[config.mk]
export PLATFORM = sky130hd
export DESIGN_NAME = ioirq_router
export DESIGN_NICKNAME = d
export VERILOG_FILES = /design/src/rtl/ioirq_pkg.sv /design/src/rtl/ioirq_regs.sv /design/src/rtl/ioirq_pin.sv /design/src/rtl/ioirq_dispatch.sv /design/src/rtl/ioirq_router.sv
export SDC_FILE = /design/constraint.sdc
export NUM_CORES = 1
export LEC_CHECK = 0
export CORE_ASPECT_RATIO = 1.2
export CORE_MARGIN = 4
export CORE_UTILIZATION = 55
export CTS_CLUSTER_SIZE = 30
export DETAILED_ROUTE_END_ITERATION = 8
export PLACE_DENSITY = 0.89
export REMOVE_ABC_BUFFERS = 1
export SETUP_SLACK_MARGIN = 0.02
export SLEW_MARGIN = 5
export SYNTH_ARGS = -nofsm -noshare
export SYNTH_HDL_FRONTEND = slang
export SYNTH_SLANG_ARGS = --single-unit
[constraint.sdc]
create_clock -name clk -period 4 [get_ports clk]
set_input_delay 0.4 -clock clk [delete_from_list [all_inputs] [get_ports clk]]
set_output_delay 0.4 -clock clk [all_outputs]
set_load 0.02 [all_outputs]
[src/rtl/ioirq_pkg.sv]
package ioirq_pkg;
    localparam logic [7:0] IDX_VERSION = 8'h01;
    localparam logic [7:0] IDX_TABLE   = 8'h10;
    localparam logic [7:0] VERSION_ID  = 8'h20;

    typedef struct packed {
        logic [7:0] dest;
        logic       mask;
        logic       lvl;
        logic [7:0] vec;
    } rte_t;

    typedef enum logic {
        ST_IDLE,
        ST_SEND
    } disp_state_t;
endpackage

[src/rtl/ioirq_regs.sv]
module ioirq_regs
    import ioirq_pkg::*;
#(
    parameter int          NUM_PINS  = 8,
    parameter logic [31:0] BASE_ADDR = 32'hFEC0_0000
) (
    input  logic                clk,
    input  logic                rst_n,
    input  logic                bus_valid,
    input  logic                bus_write,
    input  logic [31:0]         bus_addr,
    input  logic [3:0]          bus_be,
    input  logic [31:0]         bus_wdata,
    output logic [31:0]         bus_rdata,
    input  logic [NUM_PINS-1:0] rirr,
    output logic [7:0]          vec_o [NUM_PINS],
    output logic [7:0]          dest_o [NUM_PINS],
    output logic [NUM_PINS-1:0] lvl_o,
    output logic [NUM_PINS-1:0] mask_o
);
    localparam logic [31:0] DATA_ADDR = BASE_ADDR + 32'h10;

    logic       full;
    logic       hit_idx;
    logic       hit_dat;
    logic [7:0] index;
    logic [31:0] data_word;
    rte_t       tbl [NUM_PINS];
    logic       unused_bits;

    assign full    = bus_valid && (bus_be == 4'hF) && (bus_addr[1:0] == 2'b00);
    assign hit_idx = full && (bus_addr == BASE_ADDR);
    assign hit_dat = full && (bus_addr == DATA_ADDR);
    assign unused_bits = ^{bus_wdata[23:17], bus_wdata[14:8]};

    always_ff @(posedge clk) begin
        if (!rst_n) begin
            index <= '0;
        end else if (hit_idx && bus_write) begin
            index <= bus_wdata[7:0];
        end
    end

    always_ff @(posedge clk) begin
        if (!rst_n) begin
            for (int n = 0; n < NUM_PINS; n++) begin
                tbl[n] <= '{dest: 8'h00, mask: 1'b1, lvl: 1'b0, vec: 8'h00};
            end
        end else if (hit_dat && bus_write) begin
            for (int n = 0; n < NUM_PINS; n++) begin
                if (index == 8'(IDX_TABLE + 2*n)) begin
                    tbl[n].vec  <= bus_wdata[7:0];
                    tbl[n].lvl  <= bus_wdata[15];
                    tbl[n].mask <= bus_wdata[16];
                end
                if (index == 8'(IDX_TABLE + 2*n + 1)) begin
                    tbl[n].dest <= bus_wdata[31:24];
                end
            end
        end
    end

    always_comb begin
        data_word = '0;
        if (index == IDX_VERSION) begin
            data_word = {8'h00, 8'(NUM_PINS-1), 8'h00, VERSION_ID};
        end
        for (int n = 0; n < NUM_PINS; n++) begin
            if (index == 8'(IDX_TABLE + 2*n)) begin
                data_word = {15'b0, tbl[n].mask, tbl[n].lvl, rirr[n], 6'b0, tbl[n].vec};
            end
            if (index == 8'(IDX_TABLE + 2*n + 1)) begin
                data_word = {tbl[n].dest, 24'b0};
            end
        end
    end

    always_comb begin
        bus_rdata = '0;
        if (!bus_write && hit_idx) begin
            bus_rdata = {24'b0, index};
        end else if (!bus_write && hit_dat) begin
            bus_rdata = data_word;
        end
    end

    for (genvar n = 0; n < NUM_PINS; n++) begin : g_out
        assign vec_o[n]  = tbl[n].vec;
        assign dest_o[n] = tbl[n].dest;
        assign lvl_o[n]  = tbl[n].lvl;
        assign mask_o[n] = tbl[n].mask;
    end

    // a partial or misaligned write never moves the index
    p_ignore_r2: assert property (@(posedge clk) disable iff (!rst_n)
        (bus_valid && bus_write && !full) |=> $stable(index));
endmodule

[src/rtl/ioirq_pin.sv]
module ioirq_pin (
    input  logic       clk,
    input  logic       rst_n,
    input  logic       pin,
    input  logic       lvl,
    input  logic       mask,
    input  logic [7:0] vec,
    input  logic       eoi_valid,
    input  logic [7:0] eoi_vector,
    input  logic       accept,
    output logic       req,
    output logic       rirr
);
    logic prev;
    logic pend;
    logic eoi_hit;

    assign eoi_hit = eoi_valid && (eoi_vector == vec);

    always_ff @(posedge clk) begin
        if (!rst_n) begin
            prev <= 1'b0;
            pend <= 1'b0;
            rirr <= 1'b0;
        end else begin
            prev <= pin;
            if (lvl) begin
                pend <= 1'b0;
            end else begin
                if (accept) pend <= 1'b0;
                if (pin && !prev && !mask) pend <= 1'b1;
            end
            if (lvl && accept) begin
                rirr <= 1'b1;
            end else if (!lvl || eoi_hit) begin
                rirr <= 1'b0;
            end
        end
    end

    assign req = lvl ? (pin && !mask && !rirr) : (pend && !mask);

    // pending only ever rises from an unmasked rising input
    p_mask_r7: assert property (@(posedge clk) disable iff (!rst_n)
        $rose(pend) |-> $past(!mask && pin));
    // pending only drops on acceptance or a mode change
    p_pend_clr_r6: assert property (@(posedge clk) disable iff (!rst_n)
        $fell(pend) |-> $past(accept || lvl));
    // remote acknowledge is set only by an accepted message
    p_rirr_set_r8: assert property (@(posedge clk) disable iff (!rst_n)
        $rose(rirr) |-> $past(accept));
    // without a matching end-of-interrupt the flag stays set
    p_eoi_r9: assert property (@(posedge clk) disable iff (!rst_n)
        (rirr && lvl && !eoi_hit) |=> rirr);
endmodule

[src/rtl/ioirq_dispatch.sv]
module ioirq_dispatch
    import ioirq_pkg::*;
#(
    parameter int NUM_PINS = 8,
    localparam int SEL_W = (NUM_PINS > 1) ? $clog2(NUM_PINS) : 1
) (
    input  logic                clk,
    input  logic                rst_n,
    input  logic [NUM_PINS-1:0] req,
    input  logic [7:0]          vec_i [NUM_PINS],
    input  logic [7:0]          dest_i [NUM_PINS],
    input  logic                out_ready,
    output logic                out_valid,
    output logic [7:0]          out_vector,
    output logic [7:0]          out_dest,
    output logic [NUM_PINS-1:0] accept_vec
);
    disp_state_t state, nxt;
    logic [SEL_W-1:0] sel, pick;
    logic             found;
    logic [7:0]       vec_q, dest_q;

    always_comb begin
        found = 1'b0;
        pick  = '0;
        for (int i = NUM_PINS-1; i >= 0; i--) begin
            if (req[i]) begin
                found = 1'b1;
                pick  = SEL_W'(i);
            end
        end
    end

    always_comb begin
        nxt = state;
        unique case (state)
            ST_IDLE: if (found) nxt = ST_SEND;
            ST_SEND: if (out_ready) nxt = ST_IDLE;
        endcase
    end

    always_ff @(posedge clk) begin
        if (!rst_n) begin
            state  <= ST_IDLE;
            sel    <= '0;
            vec_q  <= '0;
            dest_q <= '0;
        end else begin
            state <= nxt;
            if (state == ST_IDLE && found) begin
                sel    <= pick;
                vec_q  <= vec_i[pick];
                dest_q <= dest_i[pick];
            end
        end
    end

    always_comb begin
        out_valid  = (state == ST_SEND);
        out_vector = vec_q;
        out_dest   = dest_q;
        accept_vec = '0;
        if (state == ST_SEND && out_ready) accept_vec[sel] = 1'b1;
    end

    // an unaccepted message holds steady
    p_hold_r11: assert property (@(posedge clk) disable iff (!rst_n)
        (out_valid && !out_ready) |=> (out_valid && $stable(out_vector) && $stable(out_dest)));
    // at most one pin is acknowledged per accept
    p_single_r10: assert property (@(posedge clk) disable iff (!rst_n)
        $onehot0(accept_vec));
endmodule

[src/rtl/ioirq_router.sv]
module ioirq_router
    import ioirq_pkg::*;
#(
    parameter int          NUM_PINS  = 8,
    parameter logic [31:0] BASE_ADDR = 32'hFEC0_0000
) (
    input  logic                clk,
    input  logic                rst_n,
    input  logic                bus_valid,
    input  logic                bus_write,
    input  logic [31:0]         bus_addr,
    input  logic [3:0]          bus_be,
    input  logic [31:0]         bus_wdata,
    output logic [31:0]         bus_rdata,
    input  logic [NUM_PINS-1:0] irq_pins,
    input  logic                eoi_valid,
    input  logic [7:0]          eoi_vector,
    output logic                msg_valid,
    input  logic                msg_ready,
    output logic [7:0]          msg_vector,
    output logic [7:0]          msg_dest
);
    logic [7:0]          vec [NUM_PINS];
    logic [7:0]          dest [NUM_PINS];
    logic [NUM_PINS-1:0] lvl, mask, rirr, req, accept_vec;

    ioirq_regs #(.NUM_PINS(NUM_PINS), .BASE_ADDR(BASE_ADDR)) u_regs (
        .clk(clk), .rst_n(rst_n),
        .bus_valid(bus_valid), .bus_write(bus_write), .bus_addr(bus_addr),
        .bus_be(bus_be), .bus_wdata(bus_wdata), .bus_rdata(bus_rdata),
        .rirr(rirr), .vec_o(vec), .dest_o(dest), .lvl_o(lvl), .mask_o(mask)
    );

    for (genvar n = 0; n < NUM_PINS; n++) begin : g_pin
        ioirq_pin u_pin (
            .clk(clk), .rst_n(rst_n), .pin(irq_pins[n]),
            .lvl(lvl[n]), .mask(mask[n]), .vec(vec[n]),
            .eoi_valid(eoi_valid), .eoi_vector(eoi_vector),
            .accept(accept_vec[n]), .req(req[n]), .rirr(rirr[n])
        );
    end

    ioirq_dispatch #(.NUM_PINS(NUM_PINS)) u_disp (
        .clk(clk), .rst_n(rst_n), .req(req),
        .vec_i(vec), .dest_i(dest), .out_ready(msg_ready),
        .out_valid(msg_valid), .out_vector(msg_vector), .out_dest(msg_dest),
        .accept_vec(accept_vec)
    );
endmodule

==> flow_summary.ini, run 1 <==
[route]
antenna_left = 0
via_per_inst = 6.52
drc = 0
via_count = 9274
drtIter0Drc = 1437
wl_um = 34500
drt_first_pass_iters = 6
wl_per_cell_um = 24.2

[cts]
cts_setup_buffers = 0
cts_max_level = 4
insertion_delay_ns = 0.45
clockBufferDepth = 2
clock-sinks = 196
clk_pin_slew_worst_paths_ns = 0.07
cts_tree = done
cts_buffers = 17
cts_root_buffer = clkbuf_16

[floorplanning]
coreArea_um2 = 18400
pin_count = 139
die_x_um = 133
start_util_pct = 56.5
dieArea_um2 = 21100
fp.dieH_um = 158
rows = 54

[placement]
gp_congestion = 1.07
placed_area_um2 = 12000
hpwl_um = 24900
port_buffers = 113
place_ws_ns = -0.143

[synth]
syn_inst = 1034
yosys.area_share.simple_pct = 20.3
synth_top_area_share_pct = 41.7
muxShareOfSynthArea_pct = 2.89
ys_ff_latch = 196
syn_area_per_cell_um2 = 10.0
synth-edff-count = 144
synth.area.top_cells = edfxtp_1 (42%), dfxtp_1 (10%), nor2_1 (5.3%)
synth_compound_area_share_pct = 15.9
synth_area_um2 = 10400
seq_area_frac_synth_pct = 51.7
async_flop_share_pct = 0
synth_area_leader_cell = edfxtp_1
synth_xor_area_share_pct = 5.40
ys_types = 58
ys_warn_count = 0
synth_top_family_by_area = simple AND/OR/NAND/NOR gates
synth_fa_ha_area_share_pct = 0
synth_flop_cell = edfxtp_1

[worst_setup_path]
cp_data_required_time_ns = 3.60
arrival_ns = 3.47
timing.rr.end = u_disp.out_dest[1]
critPathMaxFanout = 8
r2r_cells = 6
cp-end-kind = output pin
r2r_start = u_regs.tbl[0][26]
r2r_slack_ns = 0.99
critPathKind = in -> out
crit_path_start_kind = input pin

[grt]
antenna_found_initial = 1
grt_pass1_wl_um = 51100
grt_pass1_vias = 8936
grt_usage_pct = 32.3
grt_max_degree = 54
gr-total-overflow = 0

[status]
status = completed

[hold_path]
hold_path_class = reg -> reg
hold_path_end = u_disp.out_vector[5]
hold_depth = 2
min_from = u_disp.out_vector[5]

[power_and_ir_drop]
p_per_area_nw_per_um2 = 385
power_mw = 4.83
vdd_drop_max_mv = 0.315
total_leakage_power_nw = 4.53

[sta]
fmax_mhz = 258
relSlewSlack_pct = 34.2
min_period_ns = 3.87
tightest_slew_ns = 0.978
period_share_pct = 96.9
clock_skew_ns = 0.00999
rsz0062_at_grt = false
setup_viol = 0
setup_slack_ns = 0.125
drv_slew = 0
hold_violations = 0

[finish]
drive_gt1_share_pct = 8.88
utilization_pct = 68.3
fin_nets = 1248
syn_to_final_growth_pct = 21.0
final_design_area_no_fill_um2 = 12600
antenna_cells = 0

[job]
drv_cap = 0
==> state kept, by name (all words and copies together), names as in the netlist <==
| register | count |
|---|---|
| g_pin.u_pin.pend | 8 |
| g_pin.u_pin.prev | 8 |
| g_pin.u_pin.rirr | 8 |
| u_disp.out_dest | 8 |
| u_disp.out_valid | 1 |
| u_disp.out_vector | 8 |
| u_disp.sel | 3 |
| u_regs.index | 8 |
| u_regs.tbl | 144 |
==> critical path, stage by stage <==
cell	delay, ns
clkdlybuf4s50_1	0.39
or4_1	0.49
or4_1	0.49
nor4_2	0.27
buf_4	0.17
nand2b_1	0.07
or2_1	0.34
buf_4	0.23
a31oi_1	0.23
dlygate4sd2_1	0.37
==> repair_timing <==
item	in CTS	in global routing
hold buffers	0	0
setup endpoints to repair	18	6
pin swaps	0	1
gates resized for setup	18	7
==> cells by family after synthesis <==
family / count (synthesis)
simple gates: 422
compound gates: 231
flops: 196
buf+inv: 90
xor+xnor: 64
mux: 30
other cells: 1
==> cell type report <==
class                      count  area, µm²
fill                        1398       5820
tap                          252        315
multi-input combinational    758       4680
sequential                   196       5370
timing repair buffer         162       1500
clock buffer                  19        443
inverter                      23       86.3
clock inverter                13        164
==> report_power, final <==
part	internal (mW)	switching, mW	leakage, nW
Sequential	2.31	0.106	1.80
Clock	0.963	0.810	0.297
Combinational	0.266	0.382	2.43
==> per-layer routing <==
layer / track usage [%] / routed length [µm]
met5: 0 / 14
met4: 22.3 / 2760
met3: 6.57 / 3810
met1: 37.4 / 11600
met2: 54.5 / 16300
==> synthesized netlist by cell type, types with 15 or more instances <==
cell	count
nand4_1	15
a22oi_1	29
clkbuf_1	45
nor2b_1	16
inv_1	22
xor2_1	53
mux2i_1	30
nand3_1	32
o21a_1	28
a22o_1	22
o21ai_1	17
nor3b_1	48
a21oi_1	45
o21ai_0	16
nor3_1	16
nor2_1	147
dfxtp_1	52
nand2_1	84
edfxtp_1	144
==> worst max-delay path by stage <==
| stage | from | end | cells past startpoint |
|---|---|---|---|
| 2_1_floorplan | u_regs.tbl[0][8] | u_disp.out_dest[0] | 6 |
| 3_3_place_gp | bus_addr[0] | bus_rdata[16] | 10 |
| 3_5_place_dp | bus_addr[0] | bus_rdata[16] | 10 |
| 4_1_cts | bus_addr[0] | bus_rdata[14] | 9 |
| 5_1_grt | bus_addr[0] | bus_rdata[1] | 11 |
| 6_report | bus_addr[0] | bus_rdata[24] | 10 |
==> through the flow <==
step	hold WS, ns	cells	TNS (ns)
floorplan	0.441	977	-8.30
global placement	0.468	1391	-0.925
detailed placement	0.466	1391	-1.23
CTS	0.482	1423	0
global route	0.505	1423	0
finish	0.479	1423	0
==> cells in the final DEF (no fill, tap or decap), types with 13 or more instances in the layout <==
cell type / netlist / routed
a21oi_1: 45 / 44
a22o_1: 22 / 22
a22oi_1: 29 / 29
buf_4: 13 / 47
clkbuf_16: 0 / 17
clkdlybuf4s50_1: 0 / 92
dfxtp_1: 52 / 52
dlygate4sd2_1: 0 / 17
edfxtp_1: 144 / 144
inv_1: 22 / 22
mux2i_1: 30 / 30
nand2_1: 84 / 83
nand3_1: 32 / 32
nand4_1: 15 / 15
nor2_1: 147 / 146
nor2b_1: 16 / 16
nor3_1: 16 / 15
nor3b_1: 48 / 48
nor4_1: 13 / 13
o21a_1: 28 / 28
o21ai_0: 16 / 16
o21ai_1: 17 / 17
xor2_1: 53 / 53
Note: power is estimated with default switching activity, not from simulation.
==> run 2, diff against run 1 <==
--- a/config.mk
+++ b/config.mk
@@ -8,6 +8,7 @@
 export CORE_ASPECT_RATIO = 1.2
 export CORE_MARGIN = 4
 export CORE_UTILIZATION = 55
+export CTS_BUF_LIST = sky130_fd_sc_hd__clkbuf_8
 export CTS_CLUSTER_SIZE = 30
 export DETAILED_ROUTE_END_ITERATION = 8
 export PLACE_DENSITY = 0.89
==> run 2 against run 1 <==
Against the previous run:
- total power is 8.9% lower
- fmax grew 1.4%
- clock skew rose by 0.0074 ns
==> flow_summary.ini, run 2 (same netlist as run 1, synthesis figures left out) <==
[status]
status = completed

[sta]
setup_slack_ns = 0.177
clock_skew_ns = 0.0174
drv_slew = 0
hold-worst-slack_ns = 0.485
tightest_slew_ns = 0.966
relSlewSlack_pct = 35.0
period_share_pct = 95.6
rsz0062_at_grt = false
min_period_ns = 3.82
fmax_mhz = 262
setup_viol = 0
hold_violations = 0

[power_and_ir_drop]
power_mw = 4.40
p_per_area_nw_per_um2 = 356
total_leakage_power_nw = 4.44
vdd_drop_max_mv = 0.236

[hold_path]
hold_path_class = reg -> reg
hold_depth = 2
hold_path_end = u_disp.out_vector[5]
min_from = u_disp.out_vector[5]

[grt]
grt_max_degree = 54
gr-total-overflow = 0
grt_usage_pct = 32.0
grt_pass1_wl_um = 50600
antenna_found_initial = 1
grt_pass1_vias = 8848

[cts]
insertion_delay_ns = 0.49
cts_buffers = 17
clockBufferDepth = 2
cts_hold_buf = 0
cts_max_level = 4
cts_root_buffer = clkbuf_8
cts_tree = done
clock-sinks = 196
clk_pin_slew_worst_paths_ns = 0.09

[finish]
largest_reg_flops = 144
drive_gt1_share_pct = 8.88
syn_to_final_growth_pct = 19.1
utilization_pct = 67.3
mostFrequentLayoutCells = nor2_1 (146), edfxtp_1 (144), clkdlybuf4s50_1 (92)
final_common_cell = nor2_1
fin_nets = 1248
final_cells = 1423
regMostFlops = u_regs.tbl
antenna_cells = 0

[worst_setup_path]
cp-end-kind = output pin
timing.rr.end = u_disp.out_vector[0]
crit_path_start_kind = input pin
arrival_ns = 3.42
r2r_start = u_regs.tbl[0][26]
critPathKind = in -> out
critPathMaxFanout = 5
r2r_slack_ns = 1.03
r2r_cells = 8
cp_data_required_time_ns = 3.60

[floorplanning]
dieArea_um2 = 21100
start_util_pct = 56.5
coreArea_um2 = 18400
pin_count = 139
die_x_um = 133
fp.dieH_um = 158
rows = 54

[placement]
gp_congestion = 1.07
dp_cells = 1391
place_ws_ns = -0.143
hpwl_um = 24900
port_buffers = 113

[route]
antenna_left = 0
via_per_inst = 6.44
via_count = 9166
wl_um = 34000
drtIter0Drc = 1213
wl_per_cell_um = 23.9
drt_first_pass_iters = 7
drc = 0

[job]
drv_cap = 0
-- run 2: critical path: stages --
cell and delay [ns]:
clkdlybuf4s50_1 0.39, or4_1 0.49, or4_1 0.49, nor4_2 0.27, buf_4 0.17, nand2b_1 0.07, or2_1 0.34, nor2_4 0.20
buf_4 0.15, a22o_1 0.11, dlygate4sd2_1 0.32
-- run 2: area by class of cell --
| class | instances | area, µm² |
|---|---|---|
| Timing Repair Buffer | 162 | 1500 |
| Inverter | 23 | 86.3 |
| Tap cell | 252 | 315 |
| Sequential cell | 196 | 5370 |
| Clock buffer | 18 | 248 |
| Fill cell | 1426 | 6010 |
| Multi-Input combinational cell | 758 | 4680 |
| Clock inverter | 14 | 168 |
-- run 2: routing by layer --
metal / up-vias / part of all wire, % / track usage (%)
li1: 4036 / - / -
met1: 4256 / 34 / 37.3
met2: 687 / 48 / 54.1
met3: 185 / 11 / 6.86
met4: 2 / 7.3 / 20.1
met5: - / 0.029 / 0
-- run 2: timing repair --
| action | CTS | global route |
|---|---|---|
| buffers inserted | 0 | 0 |
| gates resized for setup | 18 | 7 |
| endpoints found under the setup margin | 18 | 9 |
| pin swaps | 0 | 1 |
-- run 2: stage by stage --
stage / TNS [ns] / cell area, µm²
2_1_floorplan: -8.30 / 10100
3_3_place_gp: -0.925 / 12000
4_1_cts: 0 / 12400
6_report: 0 / 12400
5_1_grt: 0 / 12400
3_5_place_dp: -1.23 / 12000
-- run 2: power breakdown --
group / internal (mW) / switching, mW
registers: 2.31 / 0.104
logic: 0.266 / 0.379
clock network: 0.594 / 0.755
total: 3.17 / 1.24
-- run 2: worst max path at each step --
stage | slack (ns) | cells past startpoint | to | start
after CTS | 0.03 | 9 | bus_rdata[14] | bus_addr[0]
after detailed placement | -0.14 | 10 | bus_rdata[16] | bus_addr[0]
final | 0.18 | 11 | bus_rdata[7] | bus_addr[0]
after global placement | -0.13 | 10 | bus_rdata[16] | bus_addr[0]
after global routing | 0.04 | 9 | bus_rdata[5] | u_regs.index[4]
after floorplan | -0.60 | 6 | u_disp.out_dest[0] | u_regs.tbl[0][8]
